`src/rtl/idt_pkg.sv`:
```
package idt_pkg;

  // Strobes from the control side to the datapath side
  typedef struct packed {
    logic stepAdvance;
    logic stepRestart;
    logic modeCapture;
  } idtStrobes_t;

endpackage

```
`src/rtl/idtOneHot.sv`:
```
module idtOneHot #(
  parameter int SEL_W = 3,
  localparam int LINES = 1 << SEL_W
) (
  input  logic [SEL_W-1:0] sel,
  output logic [LINES-1:0] lines
);

  for (genvar g = 0; g < LINES; g++) begin : gLine
    assign lines[g] = (sel == SEL_W'(g));
  end

endmodule

```
`src/rtl/idtControl.sv`:
```
module idtControl
  import idt_pkg::*;
(
  input  logic        seqInc,
  input  logic        seqClr,
  input  logic        loadMode,
  output idtStrobes_t strobes
);

  // Clear has priority over increment
  always_comb begin
    strobes.stepRestart = seqClr;
    strobes.stepAdvance = seqInc & ~seqClr;
    strobes.modeCapture = loadMode;
  end

endmodule

```
`src/rtl/idtDatapath.sv`:
```
module idtDatapath
  import idt_pkg::*;
#(
  parameter int SC_W = 4,
  parameter int OP_W = 3,
  localparam int NUM_T = 1 << SC_W,
  localparam int NUM_OP = 1 << OP_W
) (
  input  logic              clk,
  input  logic              rstN,
  input  idtStrobes_t       strobes,
  input  logic              modeBit,
  input  logic [OP_W-1:0]   opField,
  output logic [NUM_T-1:0]  timing,
  output logic [NUM_OP-1:0] opLines,
  output logic              indirect
);

  logic [SC_W-1:0] stepCount;
  logic            modeReg;

  always_ff @(posedge clk or negedge rstN) begin
    if (!rstN) begin
      stepCount <= '0;
    end else if (strobes.stepRestart) begin
      stepCount <= '0;
    end else if (strobes.stepAdvance) begin
      stepCount <= stepCount + SC_W'(1);
    end
  end

  always_ff @(posedge clk or negedge rstN) begin
    if (!rstN) begin
      modeReg <= 1'b0;
    end else if (strobes.modeCapture) begin
      modeReg <= modeBit;
    end
  end

  assign indirect = modeReg;

  idtOneHot #(.SEL_W(SC_W)) uStepDec (
    .sel   (stepCount),
    .lines (timing)
  );

  idtOneHot #(.SEL_W(OP_W)) uOpDec (
    .sel   (opField),
    .lines (opLines)
  );

  AST_TIMING_ONEHOT: assert property (@(posedge clk) disable iff (!rstN)
    $countones(timing) == 1);
  AST_OP_ONEHOT: assert property (@(posedge clk) disable iff (!rstN)
    $countones(opLines) == 1);
  AST_STEP_ADVANCE: assert property (@(posedge clk) disable iff (!rstN)
    (strobes.stepAdvance && !strobes.stepRestart)
      |=> stepCount == $past(stepCount) + SC_W'(1));
  AST_STEP_WRAP: assert property (@(posedge clk) disable iff (!rstN)
    (strobes.stepAdvance && timing[NUM_T-1]) |=> timing[0]);
  AST_CLEAR_WINS: assert property (@(posedge clk) disable iff (!rstN)
    strobes.stepRestart |=> timing[0]);
  AST_STEP_HOLD: assert property (@(posedge clk) disable iff (!rstN)
    (!strobes.stepAdvance && !strobes.stepRestart) |=> $stable(timing));
  AST_MODE_HOLD: assert property (@(posedge clk) disable iff (!rstN)
    !strobes.modeCapture |=> $stable(indirect));
  AST_MODE_LOAD: assert property (@(posedge clk) disable iff (!rstN)
    strobes.modeCapture |=> indirect == $past(modeBit));

endmodule

```
`src/rtl/instrDecodeTiming.sv`:
```
module instrDecodeTiming
  import idt_pkg::*;
#(
  parameter int ADDR_W = 12,
  parameter int OP_W = 3,
  parameter int SC_W = 4,
  localparam int WORD_W = ADDR_W + OP_W + 1,
  localparam int NUM_T = 1 << SC_W,
  localparam int NUM_OP = 1 << OP_W
) (
  input  logic              clk,
  input  logic              rstN,
  input  logic [WORD_W-1:0] instrWord,
  input  logic              seqInc,
  input  logic              seqClr,
  input  logic              loadMode,
  output logic [NUM_T-1:0]  timing,
  output logic [NUM_OP-1:0] opLines,
  output logic [ADDR_W-1:0] addrField,
  output logic              indirect
);

  idtStrobes_t strobes;

  idtControl uCtrl (
    .seqInc   (seqInc),
    .seqClr   (seqClr),
    .loadMode (loadMode),
    .strobes  (strobes)
  );

  idtDatapath #(.SC_W(SC_W), .OP_W(OP_W)) uPath (
    .clk      (clk),
    .rstN     (rstN),
    .strobes  (strobes),
    .modeBit  (instrWord[WORD_W-1]),
    .opField  (instrWord[WORD_W-2:ADDR_W]),
    .timing   (timing),
    .opLines  (opLines),
    .indirect (indirect)
  );

  assign addrField = instrWord[ADDR_W-1:0];

endmodule

```
`config.mk`:
```
export PLATFORM = sky130hd
export DESIGN_NAME = instrDecodeTiming
export DESIGN_NICKNAME = d
export VERILOG_FILES = /design/src/rtl/idt_pkg.sv /design/src/rtl/idtOneHot.sv /design/src/rtl/idtControl.sv /design/src/rtl/idtDatapath.sv /design/src/rtl/instrDecodeTiming.sv
export SDC_FILE = /design/constraint.sdc
export NUM_CORES = 1
export LEC_CHECK = 0
export BUFFER_PORTS_ARGS = -buffer_cell sky130_fd_sc_hd__buf_2
export CAP_MARGIN = 30
export CORE_ASPECT_RATIO = 0.9
export CORE_UTILIZATION = 33
export CTS_CLUSTER_DIAMETER = 50
export CTS_CLUSTER_SIZE = 16
export DETAILED_ROUTE_END_ITERATION = 10
export PLACE_DENSITY = 0.75
export SYNTH_ARGS = -nofsm -noshare
export SYNTH_HDL_FRONTEND = slang
export SYNTH_SLANG_ARGS = --single-unit
```
`constraint.sdc`:
```
create_clock -name clk -period 1.3 [get_ports clk]
set_input_delay 0 -clock clk [delete_from_list [all_inputs] [get_ports clk]]
set_output_delay 0 -clock clk [all_outputs]
set_load 0.02 [all_outputs]
```
Word level (Yosys, flattened, before mapping) --
Index checks and enable logic that the tools add are counted.
Word-level totals: flip-flop bits (word level) 5, output and inout port bits 37, word-level logic and storage cells 32
Cells by class: add/sub/neg operators 1, equality and inequality tests 22, multiplexer cells 2, bitwise operators 2, reduce and logical (&&, ||, !) cells 3
Operators with widths (count):
- $eq 4x4->1 const B | 8
- $eq 4x3->1 const B | 4
- $eq 3x3->1 const B | 4
- $eq 4x2->1 const B | 2
- $mux 4 | 2
- $eq 3x2->1 const B | 2
- $add 4x1->4 const B | 1
- $eq 4x1->1 const B | 1
- $logic_not 4->1 | 1
- $eq 3x1->1 const B | 1
- $logic_not 3->1 | 1
- $reduce_bool 2->1 | 1
- $and 1x1->1 | 1
- $not 1->1 | 1

Logic depth before layout (Yosys ltp) --
Gate-level depths: netlist (run 1).
depth in word-level cells 4, mapped depth 4, gate-level depth less buffers 4

Hierarchy --
A second synthesis (run 1) with hierarchy kept.
Second synthesis, totals: cells, all modules 61, area total of the unflattened synthesis 639.4 µm²
By module, submodules not included:
- idtDatapath | times used 1, cells an instance 18, area an instance 229.0 µm², sequential area each 125.1 µm²
- idtOneHot at uPath.uStepDec | times used 1, cells an instance 20, area an instance 226.5 µm², sequential area each 0.0 µm²
- instrDecodeTiming | times used 1, cells an instance 12, area an instance 90.1 µm², sequential area each 0.0 µm²
- idtOneHot at uPath.uOpDec | times used 1, cells an instance 8, area an instance 65.1 µm², sequential area each 0.0 µm²
- idtControl | times used 1, cells an instance 3, area an instance 28.8 µm², sequential area each 0.0 µm²

Least setup slack after synthesis (run 1) --
No wires, ideal clock.
kind register to register, from register uPath.stepCount[0], to register uPath.stepCount[2], setup time 77 ps, arrival 961 ps, setup slack 262 ps, stages on the path, launching flop included 4, buffers on the path 0, cells stage by stage dfrtp_1 -> ha_1 -> a21bo_2 -> a21oi_1
Between the ends: cells in the longest elaborated chain, start to end 3
RTL lines:
- start, declared | line idtDatapath.sv:19 | logic [SC_W-1:0] stepCount;
- start signal, assigned | line idtDatapath.sv:28 | stepCount <= stepCount + SC_W'(1);
- $add 4x1->4 | line idtDatapath.sv:28
- $mux 4 | line idtDatapath.sv:27 | end else if (strobes.stepAdvance) begin
- $mux 4 | line idtDatapath.sv:25 | end else if (strobes.stepRestart) begin
No other way between the ends. The select of a mux whose other input is x is not followed. A chain may end at the register's enable or synchronous reset.

Worst setup path in the final report (run 1) --
from register uPath.stepCount[0], to output timing[14]
Between the ends: cells in the longest elaborated chain, start to end 1
RTL lines:
- $eq 4x4->1 | line idtOneHot.sv:10 | assign lines[g] = (sel == SEL_W'(g));
- end, declared | line instrDecodeTiming.sv:17 | output logic [NUM_T-1:0] timing,
No other way between the ends.

==> results of run 1 <==
## placed cells by master, fill, tap and decap left out, types with 3 or more instances in the layout
master	count
and2_1	12
and3_1	4
buf_2	31
buf_4	5
clkbuf_4	3
dfrtp_1	3
dlygate4sd3_1	4
ha_2	4
nor2_1	5
nor3b_1	3
## sequential cells by signal (all words and copies together) (netlist names)
signal           count
uPath.stepCount      4
uPath.indirect       1
## synthesized netlist by cell type
| library cell | n | area share |
|---|---|---|
| a21bo_2 | 1 | 0.018 |
| a21oi_1 | 1 | 0.0092 |
| and2b_1 | 1 | 0.014 |
| nor2b_1 | 2 | 0.023 |
| nand2_1 | 1 | 0.0069 |
| mux2_4 | 1 | 0.028 |
| ha_1 | 4 | 0.092 |
| and3_1 | 4 | 0.046 |
| mux2i_1 | 1 | 0.018 |
| and2_1 | 12 | 0.14 |
| mux2_2 | 1 | 0.021 |
| inv_1 | 2 | 0.014 |
| nor2_1 | 5 | 0.035 |
| nand4_1 | 1 | 0.012 |
| nor3b_1 | 3 | 0.042 |
| buf_4 | 12 | 0.17 |
| dfrtp_1 | 5 | 0.23 |
| and3_2 | 1 | 0.014 |
| nor3_1 | 1 | 0.0092 |
| xnor2_1 | 1 | 0.016 |
| nand3b_1 | 1 | 0.014 |
| and3b_1 | 2 | 0.032 |
## worst max-delay path: stages (launching register included)
cell and delay, ps:
dfrtp_1 410, inv_2 60, ha_2 200, and3_2 200, buf_2 150
## how the worst max path moves through the flow
stage	from	endpoint	slack (ps)	cells past startpoint
2_1_floorplan	uPath.stepCount[0]$_DFFE_PN0P_	uPath.stepCount[2]$_DFFE_PN0P_	260	3
3_3_place_gp	uPath.stepCount[0]$_DFFE_PN0P_	uPath.stepCount[2]$_DFFE_PN0P_	230	3
3_5_place_dp	uPath.stepCount[0]$_DFFE_PN0P_	uPath.stepCount[2]$_DFFE_PN0P_	170	3
4_1_cts	uPath.stepCount[1]$_DFFE_PN0P_	timing[12]	2	4
5_1_grt	uPath.stepCount[0]$_DFFE_PN0P_	timing[14]	-30	4
6_report	uPath.stepCount[0]$_DFFE_PN0P_	timing[14]	40	4
## power groups by stage
stage               Sequential [mW]  Clock [mW]  Combinational [mW]
detailed placement            0.179           0               0.143
CTS                           0.176       0.182               0.157
global route                  0.177       0.202               0.183
floorplan                     0.181           0               0.134
finish                        0.176       0.173               0.169
global placement              0.178           0               0.139
## what timing repair did
item	4_1_cts	5_1_grt
setup buffers	1	2
gates resized for setup	1	9
endpoints found under the setup margin	3	14
endpoints found under the hold margin	9	1
hold buffers	3	1
## per-stage QoR
stage / power [mW] / util / std cells / worst slack (ps) / area [µm²]
3_5_place_dp: 0.322 / 0.431 / 106 / 170 / 644
4_1_cts: 0.514 / 0.475 / 114 / 2.11 / 711
3_3_place_gp: 0.317 / 0.431 / 106 / 226 / 644
6_report: 0.518 / 0.503 / 117 / 42.8 / 752
5_1_grt: 0.562 / 0.503 / 117 / -27.4 / 752
2_1_floorplan: 0.315 / - / 63 / 262 / 542
## layer usage
| metal | vias to the layer above | share of wire | track usage |
|---|---|---|---|
| li1 | 260 | - | - |
| met1 | 231 | 0.36 | 0.0979 |
| met2 | 33 | 0.53 | 0.228 |
| met3 | 2 | 0.10 | 0.0225 |
| met4 | 0 | 0.0068 | 0.0833 |
| met5 | - | 0 | 0 |
## final cells by class
cell class,instances,area share
multi-input combinational,44,0.439
timing repair buffer,40,0.309
sequential,5,0.170
tap,22,0.0366
clock buffer,4,0.0349
inverter,2,0.00998
## kinds of logic (layout without fill, tap and decap cells)
family	after synthesis	after routing	synth area share
flops	5	5	0.231
mux	3	3	0.0670
compound gates	2	2	0.0277
simple gates	34	34	0.386
xor+xnor	1	1	0.0162
fa+ha+maj	4	4	0.0924
buf+inv	14	46	0.180
==> flow_metrics.py, run 1 <==
metrics = {
    "setup_path": {
        "startpoint_type": "flop",
        "cp_data_arrival_time_ps": 1260,
        "worstPathRequired_ps": 1300,
        "critical_path_class": "reg2out",
        "cp_max_fo": 4,
        "reg2reg_to": "uPath.stepCount[3]$_DFFE_PN0P_",
        "crit_path_end_kind": "output port",
        "r2r_slack_ps": 100,
        "r2r_cells": 4,
        "r2r_start": "uPath.stepCount[1]$_DFFE_PN0P_",
    },
    "sta": {
        "final.min_clock_period_ps": 1260,
        "hold_viol": 0,
        "tightest_slew_ps": 196,
        "rsz0062_at_grt": "yes",
        "holdWs_ps": 0.00741,
        "setup_tns_ps": 0,
        "setup_violations": 0,
        "maxSlewViolCount": 0,
        "slew_headroom": 0.869,
        "clock.fmax_mhz": 795,
        "finalClockSkew_ps": 2.72,
        "min_period_over_period": 0.967,
    },
    "pwr": {
        "powerDensity_nw_per_um2": 689,
        "switchingPower_mw": 0.159,
        "pwr-share-comb": 0.327,
        "p_seq_frac": 0.340,
        "sw_frac_of_total": 0.306,
        "p_int_mw": 0.360,
        "clockPowerShare": 0.334,
        "vdd_ir_drop_max_mv": 0.439,
        "leakage_nw": 0.434,
    },
    "detailed_routing": {
        "ant_nets": 0,
        "vias": 526,
        "vias_per_cell": 4.50,
        "drc": 0,
        "wl_per_cell_um": 10.1,
        "drt_iter0_drc": 6,
        "wirelength_um": 1180,
        "dr.pass1.iters": 4,
    },
    "cts": {
        "cts.htree.levels": 1,
        "clock_latency_ps": 230,
        "cts_tree": "yes",
        "cts_num_sinks": 5,
        "clock_path_buffers": 2,
        "numCtsBuffers": 3,
        "path_clk_slew_ps": 40,
        "cts_root_buf": "clkbuf_4",
    },
    "global_route": {
        "grt_overflow": 0,
        "grt_max_degree": 11,
        "grt_pass1_wl_um": 1440,
        "antenna_found_initial": 0,
        "grt_pass1_vias": 349,
        "grtUsageTotal": 0.111,
    },
    "die": {
        "die_h_um": 40.4,
        "start_util": 0.362,
        "std_cell_rows": 13,
        "coreArea_um2": 1500,
        "dieArea_um2": 1810,
        "io_pins": 58,
        "die_w_um": 44.7,
    },
    "yosys": {
        "ys_types": 22,
        "syn_nets": 88,
        "syn_area_um2": 542,
        "synth_seq_cells": 5,
        "syn-instance-count": 63,
        "avgSynthCellArea_um2": 8.60,
        "yosysSeqAreaShare": 0.231,
        "yosysWarnings": 0,
    },
    "cells_and_area": {
        "layout-area-overhead-vs-synth_pct": 38.8,
        "multiInputGateArea_um2": 330,
        "fillCellCount": 157,
        "post_route_cells_drive_above_1_share": 0.537,
        "layout.nets": 121,
        "regArea_um2": 128,
        "antennaDiodeCount": 0,
    },
    "flow_run": {
        "maxCapViolations": 0,
    },
    "hold_path": {
        "hold_path.class": "in2out",
        "whs_endpoint": "addrField[9]",
        "min_delay_path_depth": 0,
        "hold_start": "instrWord[9]",
    },
    "placement": {
        "io_buffers": 33,
        "dp_hpwl_um": 877,
        "place_congestion": 0.692,
    },
    "run_status": {
        "status": "complete, no violations",
    },
}
Note: power is estimated with default switching activity, not from simulation.
==> run 2, diff against run 1 <==
- CORE_UTILIZATION: 33 -> 35
- CTS_BUF_LIST: unset -> sky130_fd_sc_hd__clkbuf_4 sky130_fd_sc_hd__clkbuf_8
- PLACE_DENSITY: 0.75 -> 0.79
==> flow_metrics.py, run 2 (synthesis gave the netlist of run 1 again) <==
metrics = {
    "placement": {
        "place_congestion": 0.741,
        "dp_hpwl_um": 909,
        "io_buffers": 33,
        "dp.cells": 99,
        "pre_cts_ws_ps": 201,
    },
    "detailed_routing": {
        "ant_nets": 0,
        "drt_iter0_drc": 14,
        "dr.pass1.iters": 7,
        "vias_per_cell": 4.64,
        "vias": 497,
        "drc": 11,
        "wl_per_cell_um": 12.4,
        "wirelength_um": 1320,
    },
    "cells_and_area": {
        "instances_no_fill": 107,
        "post_route_cells_drive_above_1_share": 0.543,
        "largest_reg_flops": 4,
        "utilization": 0.503,
        "layout.nets": 118,
        "regMostFlops": "uPath.stepCount",
        "fillCellCount": 131,
        "regArea_um2": 128,
        "layout-area-overhead-vs-synth_pct": 34.4,
        "multiInputGateArea_um2": 332,
        "antennaDiodeCount": 0,
        "final_common_cell": "buf_2",
        "mostFrequentLayoutCells": "29 x buf_2, 12 x and2_1, 5 x buf_4",
    },
    "sta": {
        "clock.fmax_mhz": 778,
        "finalClockSkew_ps": 2.86,
        "setup_slack_ps": 15.2,
        "setup_violations": 0,
        "min_period_over_period": 0.988,
        "holdWs_ps": 0.00881,
        "slew_headroom": 0.838,
        "tightest_slew_ps": 243,
        "final.min_clock_period_ps": 1280,
        "hold_viol": 0,
        "rsz0062_at_grt": "yes",
        "maxSlewViolCount": 0,
    },
    "run_status": {
        "status": "finished, violations left",
        "violations": "design-rule violations",
    },
    "die": {
        "die_h_um": 39.3,
        "std_cell_rows": 13,
        "die_w_um": 43.5,
        "start_util": 0.374,
        "coreArea_um2": 1450,
        "dieArea_um2": 1710,
        "io_pins": 58,
    },
    "cts": {
        "path_clk_slew_ps": 40,
        "clock_path_buffers": 2,
        "numCtsBuffers": 3,
        "clock_latency_ps": 250,
        "cts_num_sinks": 5,
        "cts.htree.levels": 1,
        "cts_root_buf": "clkbuf_4",
        "cts_tree": "yes",
    },
    "setup_path": {
        "cp_num_cells": 4,
        "crit_path_end_kind": "output port",
        "slowest_delay_ps": 400,
        "critical_path_class": "reg2out",
        "cp_max_fo": 4,
        "r2r_slack_ps": 190,
        "reg2reg_to": "uPath.stepCount[1]$_DFFE_PN0P_",
        "worstPathRequired_ps": 1300,
        "startpoint_type": "flop",
        "path_buf_inv": 2,
        "r2r_start": "uPath.stepCount[0]$_DFFE_PN0P_",
        "worstPathCellList": "inv_1, ha_2, and3_1, buf_4",
        "slowest_stage": "dfrtp_1",
        "cp_data_arrival_time_ps": 1280,
        "startpoint": "uPath.stepCount[1]$_DFFE_PN0P_",
        "cp-endpoint": "timing[13]",
        "path_delay_family": "flip-flops",
        "r2r_cells": 4,
    },
    "global_route": {
        "grt_max_degree": 11,
        "grt_pass1_vias": 388,
        "antenna_found_initial": 0,
        "grt_overflow": 0,
        "grtUsageTotal": 0.152,
        "grt_pass1_wl_um": 1750,
    },
    "pwr": {
        "vdd_ir_drop_max_mv": 0.492,
        "powerDensity_nw_per_um2": 752,
        "total_power_mw": 0.547,
        "leakage_nw": 0.424,
    },
    "hold_path": {
        "hold_path.class": "in2out",
    },
    "flow_run": {
        "maxCapViolations": 0,
    },
}
run 2: final cells by class:
type	count	share of cell area
sequential	5	0.175
clock buffer	4	0.0412
inverter	2	0.0103
multi-input combinational	44	0.455
timing repair buffer	37	0.292
tap	15	0.0258
run 2: through the flow:
stage          instance area, µm²  setup TNS [ps]
2_1_floorplan                 542               0
3_3_place_gp                  636               0
3_5_place_dp                  636               0
4_1_cts                       708           -16.8
5_1_grt                       728            -111
6_report                      728               0
run 2: how the worst min path moves through the flow:
stage                 startpoint                              to  depth (start not counted)
finish              instrWord[4]                    addrField[4]                          0
CTS                 instrWord[8]                    addrField[8]                          0
floorplan                   rstN      uPath.indirect$_DFFE_PN0P_                          0
detailed placement          rstN  uPath.stepCount[3]$_DFFE_PN0P_                          1
global route        instrWord[1]                    addrField[1]                          0
global placement            rstN  uPath.stepCount[3]$_DFFE_PN0P_                          1
run 2: where the power goes:
part           total (mW)  switching, mW  leakage [nW]  internal (mW)
Combinational       0.167         0.0936         0.343         0.0732
Clock               0.202         0.0655        0.0184          0.137
Sequential          0.178         0.0116        0.0631          0.167
run 2: what timing repair did:
item	CTS	global route
hold buffers	3	0
gates resized for setup	3	9
endpoints found under the setup margin	7	16
setup buffers	1	0
hold endpoints to repair	9	0
run 2: routing by layer:
metal  part of all wire  track usage  up-vias
met5                  0            0        -
met4              0.011        0.109        0
met3              0.080       0.0553        4
met2               0.51        0.242       19
met1               0.40        0.169      219
li1                   -            -      255
run 2: worst reg2reg max path, cell delays in order (launching register included):
cell	delay [ps]
dfrtp_2	440
inv_2	80
ha_2	270
mux2i_1	150
nor2_1	60
==> run 3, diff against run 2 <==
- ABC_AREA: unset -> 1
- CORE_UTILIZATION: 35 -> 34
- RECOVER_POWER: unset -> 50
==> flow_metrics.py, run 3 <==
metrics = {
    "cells_and_area": {
        "regMostFlops": "uPath.stepCount",
        "largest_reg_flops": 4,
        "final_common_cell": "nor2_1",
        "post_route_cells_drive_above_1_share": 0.409,
        "mostFrequentLayoutCells": "23 x nor2_1, 22 x buf_2, 10 x buf_4",
        "layout.nets": 136,
        "layout-area-overhead-vs-synth_pct": 37.9,
        "antennaDiodeCount": 0,
        "fillCellCount": 151,
    },
    "cts": {
        "clock_latency_ps": 250,
        "path_clk_slew_ps": 50,
        "numCtsBuffers": 3,
        "cts_num_sinks": 5,
        "cts_root_buf": "clkbuf_4",
        "cts_tree": "yes",
        "cts.htree.levels": 1,
        "clock_path_buffers": 2,
    },
    "placement": {
        "dp_hpwl_um": 937,
        "place_congestion": 0.649,
        "pre_cts_ws_ps": 197,
        "io_buffers": 33,
    },
    "sta": {
        "hold_viol": 0,
        "final.min_clock_period_ps": 1230,
        "tightest_slew_ps": 269,
        "finalClockSkew_ps": 9.79,
        "setup_slack_ps": 65.0,
        "maxSlewViolCount": 0,
        "min_period_over_period": 0.950,
        "setup_violations": 0,
        "clock.fmax_mhz": 810,
        "slew_headroom": 0.821,
    },
    "setup_path": {
        "startpoint_type": "flop",
        "cp-endpoint": "timing[6]",
        "startpoint": "uPath.stepCount[0]$_DFFE_PN0P_",
        "critical_path_class": "reg2out",
        "worstPathRequired_ps": 1300,
        "crit_path_end_kind": "output port",
        "r2r_slack_ps": 250,
        "r2r_start": "uPath.stepCount[0]$_DFFE_PN0P_",
        "reg2reg_to": "uPath.stepCount[1]$_DFFE_PN0P_",
        "cp_max_fo": 4,
        "cp_data_arrival_time_ps": 1230,
        "r2r_cells": 4,
    },
    "detailed_routing": {
        "vias": 568,
        "dr.pass1.iters": 4,
        "drc": 0,
        "vias_per_cell": 4.58,
        "wl_per_cell_um": 9.81,
        "ant_nets": 0,
        "wirelength_um": 1220,
        "drt_iter0_drc": 5,
    },
    "yosys": {
        "ys_async_sr_fraction": 1.00,
        "synth_common_cells": "23 x nor2_1, 12 x buf_4, 12 x inv_1, 8 x nand2_1, 8 x nor3_1",
        "yosysSeqAreaShare": 0.244,
        "synthFlopType": "dfrtp_1",
        "avgSynthCellArea_um2": 6.48,
        "syn_nets": 104,
        "synth_top_cell_area_share": 0.244,
        "synth.largest_area_cell": "dfrtp_1",
        "yosysWarnings": 0,
        "synth-edff-count": 0,
        "syn_area_um2": 512,
        "syn-instance-count": 79,
        "synth.most_common_cell": "nor2_1",
        "synth_seq_cells": 5,
        "synth.area.top_cells": "dfrtp_1 24%, buf_4 18%, nor2_1 17%",
        "ys_types": 12,
    },
    "pwr": {
        "clockPowerShare": 0.362,
        "total_power_mw": 0.506,
        "powerDensity_nw_per_um2": 717,
        "sw_frac_of_total": 0.335,
        "p_int_mw": 0.337,
        "leakage_nw": 0.399,
        "pwr-share-comb": 0.297,
        "switchingPower_mw": 0.169,
        "vdd_ir_drop_max_mv": 0.575,
        "p_seq_frac": 0.340,
    },
    "global_route": {
        "grt_pass1_wl_um": 1700,
        "grt_pass1_vias": 461,
        "grt.met2_usage": 0.261,
        "grt_overflow": 0,
        "grt_use_met1": 0.142,
        "grt_max_degree": 7,
        "antenna_found_initial": 0,
        "grtUsageTotal": 0.141,
        "grtUsageMet3": 0.0327,
        "busiest_layer": "met2",
    },
    "die": {
        "io_pins": 58,
        "start_util": 0.387,
        "die_h_um": 38.8,
        "die_w_um": 42.9,
        "std_cell_rows": 12,
        "dieArea_um2": 1660,
        "coreArea_um2": 1320,
    },
    "run_status": {
        "status": "complete, no violations",
    },
    "flow_run": {
        "maxCapViolations": 0,
    },
    "hold_path": {
        "hold_start": "instrWord[3]",
        "hold_path.class": "in2out",
    },
}
[run 3: cell families after synthesis]
| group | count (synthesis) | synth area share |
|---|---|---|
| multiplexers | 1 | 0.0220 |
| buffers and inverters | 24 | 0.264 |
| adder cells (fa/ha/maj) | 4 | 0.0978 |
| AND/OR/NAND/NOR | 43 | 0.352 |
| AO/OA/AOI/OAI | 2 | 0.0196 |
| flip-flops | 5 | 0.244 |
[run 3: worst min path at each step]
stage / endpoint / slack (ps) / cells past startpoint
4_1_cts: addrField[11] / 0.1 / 0
2_1_floorplan: uPath.indirect$_DFFE_PN0P_ / -300 / 0
6_report: addrField[3] / 0.008 / 0
3_3_place_gp: uPath.indirect$_DFFE_PN0P_ / -180 / 1
5_1_grt: addrField[3] / 0.04 / 0
3_5_place_dp: uPath.indirect$_DFFE_PN0P_ / -180 / 1
[run 3: per-stage QoR]
stage          utilization  setup TNS, ps  cells  area [µm²]  hold slack (ps)
2_1_floorplan            -              0     79         512             -296
3_3_place_gp         0.457              0    114         604             -183
3_5_place_dp         0.457              0    114         604             -179
4_1_cts              0.516              0    123         682            0.137
5_1_grt              0.534         -0.773    124         706           0.0351
6_report             0.534              0    124         706          0.00750
[run 3: power by group through the flow]
stage | clock network, mW | registers [mW] | logic (mW)
2_1_floorplan | 0 | 0.178 | 0.128
3_3_place_gp | 0 | 0.174 | 0.127
3_5_place_dp | 0 | 0.176 | 0.130
4_1_cts | 0.195 | 0.172 | 0.142
5_1_grt | 0.199 | 0.173 | 0.166
6_report | 0.183 | 0.172 | 0.151
[run 3: layout make-up]
class / count / area, µm² / share of cell area
multi-input cells: 50 / 254 / 0.360
inverters: 12 / 45.0 / 0.0638
flip-flops and latches: 5 / 125 / 0.177
repair buffers: 39 / 236 / 0.335
clock inverters: 1 / 5.00 / 0.00709
well taps: 14 / 17.5 / 0.0248
clock buffers: 3 / 22.5 / 0.0319
[run 3: timing repair]
item | in CTS | in global routing
setup endpoints to repair | 6 | 15
hold buffers | 4 | 0
pin swaps | 0 | 3
resized for setup | 1 | 12
buffers inserted | 1 | 1
hold endpoints to repair | 7 | 0
[run 3: per-layer routing]
layer / part of all wire / vias to the layer above
li1: - / 293
met1: 0.40 / 248
met2: 0.54 / 25
met3: 0.059 / 2
met4: 0.0049 / 0
met5: 0 / -
[run 3: worst max-delay path, cell delays in order, from the launching register on]
cell and delay, ps:
dfrtp_1 410, inv_1 90, ha_1 170, inv_2 60, nor2_1 90, buf_2 170
